<file path="config.mk">
export PLATFORM = sky130hd
export DESIGN_NAME = wuSnoopCache
export DESIGN_NICKNAME = d
export VERILOG_FILES = /design/src/rtl/wuSnoopPkg.sv /design/src/rtl/wuSnoopData.sv /design/src/rtl/wuSnoopCtrl.sv /design/src/rtl/wuSnoopCache.sv
export SDC_FILE = /design/constraint.sdc
export NUM_CORES = 1
export LEC_CHECK = 0
export BUFFER_PORTS_ARGS = -buffer_cell sky130_fd_sc_hd__buf_2
export CORE_AREA = 2 2 121 123
export DETAILED_ROUTE_END_ITERATION = 12
export DIE_AREA = 0 0 123 125
export HOLD_SLACK_MARGIN = 0.12
export PLACE_DENSITY = 0.9
export SLEW_MARGIN = 20
export SYNTH_ARGS = -nofsm -noshare
export SYNTH_HDL_FRONTEND = slang
export SYNTH_SLANG_ARGS = --single-unit
export TNS_END_PERCENT = 5
</file>
<file path="constraint.sdc">
create_clock -name clk -period 4.9 [get_ports clk]
set_input_delay 0.49 -clock clk [delete_from_list [all_inputs] [get_ports clk]]
set_output_delay 0.49 -clock clk [all_outputs]
set_load 0.05 [all_outputs]
</file>
<file path="src/rtl/wuSnoopPkg.sv">
package wuSnoopPkg;

  typedef enum logic [1:0] {
    LN_VALID  = 2'd0,
    LN_SHARED = 2'd1,
    LN_DIRTY  = 2'd2
  } lineState_t;

  typedef enum logic [2:0] {
    C_IDLE,
    C_CHECK,
    C_EVICT,
    C_FETCH,
    C_UPDATE
  } ctlState_t;

  // strobes from control to datapath
  typedef struct packed {
    logic       capture;       // latch processor request
    logic       reqWr;         // write line at request index
    logic       reqUseFill;    // line word from bus fill instead of cpu word
    lineState_t reqState;      // state written with reqWr
    logic       snpWr;         // demote snooped line to Shared
    logic       snpTakeData;   // take snooped update word
    logic       rdataLoad;     // load read result register
    logic       rdataFromFill; // read result from bus fill
  } dpStrobe_t;

endpackage

</file>
<file path="src/rtl/wuSnoopData.sv">
module wuSnoopData
  import wuSnoopPkg::*;
#(
  parameter int AW = 6,
  parameter int IW = 2,
  parameter int DW = 16
) (
  input  logic            clk,
  input  logic            rstN,
  input  dpStrobe_t       strobe,
  input  logic            cpuWrite,
  input  logic [AW-1:0]   cpuAddr,
  input  logic [DW-1:0]   cpuWdata,
  input  logic [AW-1:0]   snpAddr,
  input  logic [DW-1:0]   snpData,
  input  logic [DW-1:0]   busFillData,
  output logic            reqIsWrite,
  output logic [AW-1:0]   reqAddr,
  output logic [DW-1:0]   reqWdata,
  output logic            reqHit,
  output lineState_t      reqLineState,
  output logic            victimDirty,
  output logic [AW-1:0]   victimAddr,
  output logic [DW-1:0]   victimData,
  output logic            snpHit,
  output lineState_t      snpLineState,
  output logic [DW-1:0]   snpLineData,
  output logic [DW-1:0]   rdata
);
  localparam int SETS = 1 << IW;
  localparam int TW   = AW - IW;

  logic             present [SETS];
  logic [TW-1:0]    tagArr  [SETS];
  lineState_t       stArr   [SETS];
  logic [DW-1:0]    dataArr [SETS];

  logic             reqWriteR;
  logic [AW-1:0]    reqAddrR;
  logic [DW-1:0]    reqWdataR;
  logic [DW-1:0]    rdataR;

  logic [IW-1:0]    reqIdx;
  logic [TW-1:0]    reqTag;
  logic [IW-1:0]    snpIdx;
  logic [TW-1:0]    snpTag;

  assign reqIdx = reqAddrR[IW-1:0];
  assign reqTag = reqAddrR[AW-1:IW];
  assign snpIdx = snpAddr[IW-1:0];
  assign snpTag = snpAddr[AW-1:IW];

  assign reqIsWrite   = reqWriteR;
  assign reqAddr      = reqAddrR;
  assign reqWdata     = reqWdataR;
  assign reqHit       = present[reqIdx] && (tagArr[reqIdx] == reqTag);
  assign reqLineState = stArr[reqIdx];
  assign victimDirty  = present[reqIdx] && (tagArr[reqIdx] != reqTag)
                        && (stArr[reqIdx] == LN_DIRTY);
  assign victimAddr   = {tagArr[reqIdx], reqIdx};
  assign victimData   = dataArr[reqIdx];
  assign snpHit       = present[snpIdx] && (tagArr[snpIdx] == snpTag);
  assign snpLineState = stArr[snpIdx];
  assign snpLineData  = dataArr[snpIdx];
  assign rdata        = rdataR;

  always_ff @(posedge clk) begin
    if (!rstN) begin
      for (int i = 0; i < SETS; i++) begin
        present[i] <= 1'b0;
        tagArr[i]  <= '0;
        stArr[i]   <= LN_VALID;
        dataArr[i] <= '0;
      end
      reqWriteR <= 1'b0;
      reqAddrR  <= '0;
      reqWdataR <= '0;
      rdataR    <= '0;
    end else begin
      if (strobe.capture) begin
        reqWriteR <= cpuWrite;
        reqAddrR  <= cpuAddr;
        reqWdataR <= cpuWdata;
      end
      if (strobe.snpWr) begin
        stArr[snpIdx] <= LN_SHARED;
        if (strobe.snpTakeData) dataArr[snpIdx] <= snpData;
      end
      if (strobe.reqWr) begin
        present[reqIdx] <= 1'b1;
        tagArr[reqIdx]  <= reqTag;
        stArr[reqIdx]   <= strobe.reqState;
        dataArr[reqIdx] <= strobe.reqUseFill ? busFillData : reqWdataR;
      end
      if (strobe.rdataLoad)
        rdataR <= strobe.rdataFromFill ? busFillData : dataArr[reqIdx];
    end
  end

endmodule

</file>
<file path="src/rtl/wuSnoopCtrl.sv">
module wuSnoopCtrl
  import wuSnoopPkg::*;
(
  input  logic       clk,
  input  logic       rstN,
  input  logic       cpuReq,
  input  logic       snpValid,
  input  logic       snpCmd,
  input  logic       busGrant,
  input  logic       copiesIn,
  input  logic       reqIsWrite,
  input  logic       reqHit,
  input  lineState_t reqLineState,
  input  logic       victimDirty,
  input  logic       snpHit,
  input  lineState_t snpLineState,
  output dpStrobe_t  strobe,
  output logic       cpuReady,
  output logic       cpuDone,
  output logic       busReqValid,
  output logic       busReqCmd,
  output logic       copyOut,
  output logic       memWrValid,
  output logic       memWrFromSnoop
);
  ctlState_t state, stateNext;
  logic      doneR, doneNext;
  logic      snpAct, flush;

  assign snpAct         = snpValid && snpHit;
  assign flush          = snpAct && (snpLineState == LN_DIRTY);
  assign copyOut        = snpAct;
  assign memWrFromSnoop = flush;
  assign memWrValid     = flush || ((state == C_EVICT) && !snpValid);
  assign cpuReady       = (state == C_IDLE) && !snpValid;
  assign busReqValid    = (state == C_FETCH) || (state == C_UPDATE);
  assign busReqCmd      = (state == C_UPDATE);
  assign cpuDone        = doneR;

  always_comb begin
    strobe             = '0;
    stateNext          = state;
    doneNext           = 1'b0;
    strobe.snpWr       = snpAct;
    strobe.snpTakeData = snpAct && snpCmd;
    unique case (state)
      C_IDLE: begin
        if (cpuReq && cpuReady) begin
          strobe.capture = 1'b1;
          stateNext      = C_CHECK;
        end
      end
      C_CHECK: begin
        if (!snpValid) begin
          if (reqHit) begin
            if (!reqIsWrite) begin
              strobe.rdataLoad = 1'b1;
              doneNext         = 1'b1;
              stateNext        = C_IDLE;
            end else if (reqLineState == LN_SHARED) begin
              stateNext = C_UPDATE;
            end else begin
              strobe.reqWr    = 1'b1;
              strobe.reqState = LN_DIRTY;
              doneNext        = 1'b1;
              stateNext       = C_IDLE;
            end
          end else begin
            stateNext = victimDirty ? C_EVICT : C_FETCH;
          end
        end
      end
      C_EVICT: begin
        if (!snpValid) stateNext = C_FETCH;
      end
      C_FETCH: begin
        if (busGrant) begin
          strobe.reqWr = 1'b1;
          if (reqIsWrite) begin
            strobe.reqState = copiesIn ? LN_SHARED : LN_DIRTY;
            if (copiesIn) begin
              stateNext = C_UPDATE;
            end else begin
              doneNext  = 1'b1;
              stateNext = C_IDLE;
            end
          end else begin
            strobe.reqUseFill    = 1'b1;
            strobe.reqState      = copiesIn ? LN_SHARED : LN_VALID;
            strobe.rdataLoad     = 1'b1;
            strobe.rdataFromFill = 1'b1;
            doneNext             = 1'b1;
            stateNext            = C_IDLE;
          end
        end
      end
      C_UPDATE: begin
        if (busGrant) begin
          strobe.reqWr    = 1'b1;
          strobe.reqState = copiesIn ? LN_SHARED : LN_VALID;
          doneNext        = 1'b1;
          stateNext       = C_IDLE;
        end
      end
      default: stateNext = C_IDLE;
    endcase
  end

  always_ff @(posedge clk) begin
    if (!rstN) begin
      state <= C_IDLE;
      doneR <= 1'b0;
    end else begin
      state <= stateNext;
      doneR <= doneNext;
    end
  end

endmodule

</file>
<file path="src/rtl/wuSnoopCache.sv">
module wuSnoopCache
  import wuSnoopPkg::*;
#(
  parameter int AW = 6,
  parameter int IW = 2,
  parameter int DW = 16
) (
  input  logic          clk,
  input  logic          rstN,
  input  logic          cpuReq,
  input  logic          cpuWrite,
  input  logic [AW-1:0] cpuAddr,
  input  logic [DW-1:0] cpuWdata,
  output logic          cpuReady,
  output logic          cpuDone,
  output logic [DW-1:0] cpuRdata,
  output logic          busReqValid,
  output logic          busReqCmd,
  output logic [AW-1:0] busReqAddr,
  output logic [DW-1:0] busReqData,
  input  logic          busGrant,
  input  logic [DW-1:0] busFillData,
  input  logic          copiesIn,
  input  logic          snpValid,
  input  logic          snpCmd,
  input  logic [AW-1:0] snpAddr,
  input  logic [DW-1:0] snpData,
  output logic          copyOut,
  output logic          memWrValid,
  output logic [AW-1:0] memWrAddr,
  output logic [DW-1:0] memWrData
);
  dpStrobe_t     strobe;
  logic          reqIsWrite, reqHit, victimDirty, snpHit, memWrFromSnoop;
  lineState_t    reqLineState, snpLineState;
  logic [AW-1:0] victimAddr;
  logic [DW-1:0] victimData, snpLineData;

  wuSnoopData #(.AW(AW), .IW(IW), .DW(DW)) uData (
    .clk(clk), .rstN(rstN), .strobe(strobe),
    .cpuWrite(cpuWrite), .cpuAddr(cpuAddr), .cpuWdata(cpuWdata),
    .snpAddr(snpAddr), .snpData(snpData), .busFillData(busFillData),
    .reqIsWrite(reqIsWrite), .reqAddr(busReqAddr), .reqWdata(busReqData),
    .reqHit(reqHit), .reqLineState(reqLineState), .victimDirty(victimDirty),
    .victimAddr(victimAddr), .victimData(victimData),
    .snpHit(snpHit), .snpLineState(snpLineState), .snpLineData(snpLineData),
    .rdata(cpuRdata)
  );

  wuSnoopCtrl uCtrl (
    .clk(clk), .rstN(rstN), .cpuReq(cpuReq), .snpValid(snpValid),
    .snpCmd(snpCmd), .busGrant(busGrant), .copiesIn(copiesIn),
    .reqIsWrite(reqIsWrite), .reqHit(reqHit), .reqLineState(reqLineState),
    .victimDirty(victimDirty), .snpHit(snpHit), .snpLineState(snpLineState),
    .strobe(strobe), .cpuReady(cpuReady), .cpuDone(cpuDone),
    .busReqValid(busReqValid), .busReqCmd(busReqCmd), .copyOut(copyOut),
    .memWrValid(memWrValid), .memWrFromSnoop(memWrFromSnoop)
  );

  assign memWrAddr = memWrFromSnoop ? snpAddr : victimAddr;
  assign memWrData = memWrFromSnoop ? snpLineData : victimData;

endmodule

</file>
==> flow_metrics.env, run 1 <==
export IMPL_status="finished clean"
export IMPL_die_area_sq_um=15400
export IMPL_gp_congestion=0.965
export IMPL_tightest_slew_ns=1.05
export IMPL_synth_top_cell_by_area="edfxtp_1"
export IMPL_clock_skew_ns=0.0113
export IMPL_first_iter_violations=941
export IMPL_antenna_found_initial=0
export IMPL_htree_levels=4
export IMPL_wire_per_inst_um=24.1
export IMPL_leakagePower_nw=3.51
export IMPL_numPortBuffers=133
export IMPL_cap_violations=0
export IMPL_syn_area_per_cell_sq_um=11.6
export IMPL_cp_required_ns=4.41
export IMPL_hp_class="in -> reg"
export IMPL_arrival_ns=3.49
export IMPL_fin_crit_ns=3.98
export IMPL_syn_cell_area_sq_um=7890
export IMPL_slew_headroom=0.301
export IMPL_ys_flop_type="edfxtp_1"
export IMPL_syn_nets=751
export IMPL_ctsResizeCount=0
export IMPL_hold_viol_final=0
export IMPL_track_usage=0.316
export IMPL_cts_clk_slew_worst_paths_ns=0.06
export IMPL_core_sq_um=14200
export IMPL_drc=0
export IMPL_worstSetupPathType="in -> out"
export IMPL_finalMaxSlewViolations=0
export IMPL_powerDensity_nw_per_um2=318
export IMPL_synth_top_cells_by_area="edfxtp_1 34%, dfxtp_1 12%, mux4_2 11%, mux2i_1 6.9%, o2bb2ai_1 3.4%"
export IMPL_cts_root_buffer="clkbuf_16"
export IMPL_area_growth_pct=18.1
export IMPL_crit_fanout=28
export IMPL_drive_gt1_frac=0.332
export IMPL_cts_setup_buffers=0
export IMPL_post_drt_via_cell_ratio=6.80
export IMPL_fin_crit_sh=0.812
export IMPL_overflow=0
export IMPL_rsz0062_at_grt="no"
export IMPL_setup_tns_ns=0
export IMPL_numClockSinks=137
export IMPL_die_h_um=125
export IMPL_clock_latency_ns=0.43
export IMPL_start_util=0.555
export IMPL_synth_warnings=0
export IMPL_ctsHoldBuffers=0
export IMPL_finalPower_mw=2.96
export IMPL_grt_pass1_wl_mm=36.2
export IMPL_cts_tree="done"
export IMPL_crit_path_start_kind="primary input"
export IMPL_synth_edff_count=89
export IMPL_cts_max_path_buffers=2
export IMPL_grt_max_degree=47
export IMPL_numCtsBuffers=17
export IMPL_ir_worst_vdd_v=0.000248
export IMPL_synth_seq_area_share=0.461
export IMPL_dieWidth_um=123
export IMPL_cp_end_kind="output port"
export IMPL_firstDrtPassIters=6
export IMPL_yosys_cell_types_count=65
export IMPL_vias=6778
export IMPL_synthCells=683
export IMPL_ys_async_sr_fraction=0
export IMPL_setup_violations=0
export IMPL_num_antenna_cells=0
export IMPL_grt_pass1_vias=6466
export IMPL_dp_hpwl_mm=16.1
export IMPL_pin_count=134
export IMPL_nNetsFinal=868
export IMPL_routed_wl_mm=24.0
export IMPL_synth_top_cell_area_share=0.339
export IMPL_rows=44
export IMPL_detail_route_antenna_nets=0
export IMPL_clock_fmax_mhz=251
export IMPL_ys_seq_elements=137
export IMPL_nFillCells=1008
synth_stat cells, types with 2 or more instances:
master,instances
buf_6,2
nand3b_1,3
o2bb2ai_1,31
nand3_1,2
o21ai_0,7
nand2_1,72
a32o_1,2
nand2b_1,16
o21a_1,2
dfxtp_1,48
nand4_1,5
nor4_1,6
a32oi_1,2
mux2i_1,54
inv_1,24
nor3_1,5
a21oi_1,28
mux2_2,21
nor3b_1,4
and2_1,2
a211oi_1,33
and3b_1,3
buf_4,3
and3_1,4
xor2_1,4
edfxtp_1,89
o211ai_1,22
clkbuf_1,35
nor2b_1,4
o311ai_0,3
a31oi_1,5
nor3_2,2
xnor2_1,6
buf_2,20
or2_2,2
nor2_1,28
mux4_2,40
o22ai_1,17
logic make-up (layout without fill, tap and decap cells):
logic type,count (synthesis),in the layout,synth area share
AOI/OAI and AO/OA,167,167,0.157
DFF,137,137,0.461
muxes,116,116,0.216
buffers and inverters,85,215,0.0469
xor gates and xnor gates,11,11,0.0132
and+or+nand+nor,167,167,0.106
layout make-up:
type	count	area [sq um]	share of cell area
repair buffers	158	853	0.0916
clock inverters	8	56.3	0.00604
well taps	184	230	0.0247
inverters	25	93.8	0.0101
clock buffers	24	514	0.0552
flip-flops and latches	137	3630	0.390
multi-input cells	461	3930	0.422
placed cells by master, fill, tap and decap left out, drive strengths merged, types with 3 or more instances in the layout:
cell type / n
mux2: 21
buf: 158
nor3: 7
nor3b: 4
nor4: 6
and3b: 3
o2bb2ai: 32
nand2b: 16
o22ai: 17
inv: 29
a31oi: 6
a21oi: 29
a211oi: 33
clkinv: 4
nor2: 28
nand3b: 3
dfxtp: 48
nand2: 72
and3: 4
o211ai: 22
clkbuf: 24
mux4: 41
xnor2: 7
nor2b: 4
xor2: 4
o311ai: 3
edfxtp: 89
mux2i: 54
o21ai: 7
nand4: 5
where the power goes:
part | switching [mW] | total (mW) | leakage (nW) | internal (mW)
sequential | 0.0334 | 1.30 | 1.31 | 1.27
combinational | 0.286 | 0.422 | 1.91 | 0.136
clock | 0.506 | 1.24 | 0.286 | 0.738
total | 0.825 | 2.96 | 3.51 | 2.14
path summary, 6_finish.rpt:
kind | from | to | slack (ns) | depth (start not counted)
worst max-delay path | snpAddr[1] | memWrData[0] | 0.92 | 8
worst min-delay path | cpuWdata[4] | uData.reqWdata[4] | 0.29 | 3
worst max register to register | flip-flop | uData.stArr[3][1] | 1.35 | 6
worst min register to register | uData.present[2] | uData.present[2] | 0.45 | 2
critical path: stages:
cell	delay, ns
buf_2	0.55
mux4_1	0.42
xor2_1	0.20
or2_2	0.37
a21oi_2	0.45
buf_4	0.39
mux2_2	0.37
buf_2	0.21
metrics by stage:
step                      worst slack, ns  hold WS, ns  cell area [sq um]   util  instances
final                               0.922        0.292               9320  0.656        997
after global routing                0.873        0.303               9320  0.656        997
after CTS                            1.00        0.289               9310  0.656        997
after detailed placement             1.01        0.443               8740  0.616        965
after global placement               1.07        0.439               8740  0.616        965
after floorplan                     0.677        0.429               7890      -        683
state kept, by name, indices dropped and copies added (netlist names), named ones only:
signal and cells:
uCtrl.state 3, uData.dataArr 64, uCtrl.cpuDone 1, uData.reqWdata 16, uData.present 4, uData.stArr 8, uData.tagArr 16, uData.reqAddr 6
uData.reqIsWrite 1, uData.rdata 16
routing by layer:
layer | global-route usage | vias to the layer above | part of all wire
met2 | 0.502 | 540 | 0.48
met3 | 0.0721 | 80 | 0.12
met1 | 0.410 | 3265 | 0.36
met5 | 0.0230 | - | 0
li1 | - | 2893 | -
met4 | 0.143 | 0 | 0.039
No activity file was read; power rests on OpenSTA's default activity.
==> inputs of run 2 (changes only) <==
--- a/config.mk
+++ b/config.mk
@@ -6,11 +6,11 @@
 export NUM_CORES = 1
 export LEC_CHECK = 0
 export BUFFER_PORTS_ARGS = -buffer_cell sky130_fd_sc_hd__buf_2
-export CORE_AREA = 2 2 121 123
+export CORE_AREA = 2 2 127 129
 export DETAILED_ROUTE_END_ITERATION = 12
-export DIE_AREA = 0 0 123 125
+export DIE_AREA = 0 0 129 131
 export HOLD_SLACK_MARGIN = 0.12
-export PLACE_DENSITY = 0.9
+export PLACE_DENSITY = 0.86
 export SLEW_MARGIN = 20
 export SYNTH_ARGS = -nofsm -noshare
 export SYNTH_HDL_FRONTEND = slang
==> constraint.sdc (replaced) <==
create_clock -name clk -period 3.6 [get_ports clk]
set_input_delay 0.36 -clock clk [delete_from_list [all_inputs] [get_ports clk]]
set_output_delay 0.36 -clock clk [all_outputs]
set_load 0.05 [all_outputs]
==> run 2 against run 1 <==
  * Utilization decreased by 5.0 points
  * Clock power increased by 37%
  * Sequential power increased by 36%
  * Via count increased by 0.99%
  * Global-route usage decreased by 1.0 points
  * Count of clock-buffer cells in the layout increased by 2
  * Register-to-register slack got worse by 0.86 ns
==> flow_metrics.env, run 2 (synthesis results as in run 1) <==
export IMPL_hold_worst_slack_ns=0.162
export IMPL_ctsHoldBuffers=0
export IMPL_setup_violations=0
export IMPL_num_antenna_cells=0
export IMPL_overflow=0
export IMPL_track_usage=0.305
export IMPL_gp_congestion=0.926
export IMPL_crit_path_start="uData.tagArr[1][3]"
export IMPL_status="finished clean"
export IMPL_vias=6845
export IMPL_pin_count=134
export IMPL_worst_path_buf_inv=3
export IMPL_grt_max_degree=50
export IMPL_p_sw_frac=0.271
export IMPL_final_cell_mix="133 x buf_2, 89 x edfxtp_1, 72 x nand2_1"
export IMPL_hp_class="in -> reg"
export IMPL_wire_per_inst_um=24.5
export IMPL_cap_violations=0
export IMPL_hp_start="cpuWdata[12]"
export IMPL_layout_setup_ws_ns=0.259
export IMPL_final_common_cell="buf_2"
export IMPL_clockPowerShare=0.421
export IMPL_largest_register="uData.dataArr"
export IMPL_p_seq_frac=0.437
export IMPL_post_place_ws_ns=0.377
export IMPL_cp_end_kind="output port"
export IMPL_setup_tns_ns=0
export IMPL_fin_crit_sh=0.928
export IMPL_antenna_found_initial=0
export IMPL_nNetsFinal=877
export IMPL_power_share_combinational=0.142
export IMPL_powerDensity_nw_per_um2=429
export IMPL_crit_fanout=7
export IMPL_numClockSinks=137
export IMPL_numPortBuffers=133
export IMPL_leakagePower_nw=3.54
export IMPL_nFillCells=1190
export IMPL_slew_headroom=0.401
export IMPL_cts_clk_slew_worst_paths_ns=0.06
export IMPL_rsz0062_at_grt="no"
export IMPL_core_sq_um=15600
export IMPL_numCtsBuffers=17
export IMPL_critical_path_top_delay_family="buffers and inverters"
export IMPL_firstDrtPassIters=6
export IMPL_internal_power_mw=2.96
export IMPL_htree_levels=4
export IMPL_cts_tree="done"
export IMPL_finalMaxSlewViolations=0
export IMPL_tightest_slew_ns=0.897
export IMPL_arrival_ns=2.98
export IMPL_crit_cells=8
export IMPL_fin_crit_ns=3.34
export IMPL_cts_root_buffer="clkbuf_16"
export IMPL_ir_worst_vdd_v=0.000352
export IMPL_worstSetupPathType="reg -> out"
export IMPL_slowest_stage="mux4_1"
export IMPL_drc=0
export IMPL_min_path_cells=3
export IMPL_ctsResizeCount=0
export IMPL_clock_skew_ns=0.00843
export IMPL_grt_pass1_vias=6813
export IMPL_rows=46
export IMPL_largest_reg_flops=64
export IMPL_clock_latency_ns=0.44
export IMPL_start_util=0.506
export IMPL_p_sw_mw=1.10
export IMPL_drive_gt1_frac=0.336
export IMPL_cts_setup_buffers=0
export IMPL_first_iter_violations=823
export IMPL_die_area_sq_um=16900
export IMPL_hold_viol_final=0
export IMPL_cts_max_path_buffers=2
export IMPL_post_drt_via_cell_ratio=6.59
export IMPL_grt_pass1_wl_mm=38.1
export IMPL_worst_r2r_cell_count=6
export IMPL_dp_hpwl_mm=17.0
export IMPL_dieWidth_um=129
export IMPL_crit_chain="mux4_1 > xor2_1 > nor2_1 > buf_4 > o21ai_0 > inv_1 > a21oi_1 > buf_2"
export IMPL_routed_wl_mm=25.4
export IMPL_crit_path_start_kind="flip-flop"
export IMPL_fin_area_sq_um=9440
export IMPL_placed_area_sq_um=8870
export IMPL_cp_required_ns=3.24
export IMPL_area_growth_pct=19.7
export IMPL_clock_fmax_mhz=299
export IMPL_detail_route_antenna_nets=0
export IMPL_cpPeakStageDelay_ns=0.52
export IMPL_die_h_um=131
## run 2: cell types whose count changed in the layout (fill, tap and decap cells not counted), moves of 2 or more
| cell | change |
|---|---|
| clkinvlp_4 | +2 |
| inv_6 | -3 |
| clkbuf_1 | +2 |
| buf_4 | +8 |
## run 2: area by class of cell
type / instances / area [sq um] / area share
flip-flops and latches: 137 / 3630 / 0.385
clock inverters: 6 / 61.3 / 0.00649
repair buffers: 167 / 933 / 0.0988
multi-input cells: 461 / 3940 / 0.417
inverters: 25 / 93.8 / 0.00994
clock buffers: 26 / 510 / 0.0541
well taps: 216 / 270 / 0.0286
## run 2: worst min-delay path: cells and delay by family
kind                   cells  cell delay [ns]
AND/OR/NAND/NOR            1             0.04
buffers and inverters      1             0.09
AO/OA/AOI/OAI              1             0.05
## run 2: worst paths after layout
kind,to,slack (ns)
worst max register to register,uData.rdata[0],0.49
worst min-delay path,uData.reqWdata[12],0.16
worst min register to register,uData.reqWdata[12],0.47
worst max-delay path,memWrAddr[1],0.26
## run 2: power by group through the flow
| stage | Sequential (mW) | Combinational (mW) | Clock, mW |
|---|---|---|---|
| 2_1_floorplan | 1.82 | 0.339 | 0 |
| 3_5_place_dp | 1.80 | 0.564 | 0 |
| 6_report | 1.77 | 0.577 | 1.70 |
| 5_1_grt | 1.77 | 0.607 | 1.76 |
| 4_1_cts | 1.77 | 0.569 | 1.70 |
| 3_3_place_gp | 1.80 | 0.556 | 0 |
## run 2: routing by layer
layer	up-vias	global-route usage	routed length, um
met5	-	0	0
met4	0	0.168	1370
met3	96	0.0847	3080
met2	565	0.497	12300
met1	3266	0.370	8610
li1	2918	-	-
## run 2: stage by stage
stage,cells,power [mW],utilization
final,1038,4.05,0.605
after global routing,1038,4.14,0.605
after CTS,1038,4.04,0.605
after detailed placement,1006,2.36,0.569
after global placement,1006,2.35,0.569
after floorplan,683,2.16,-
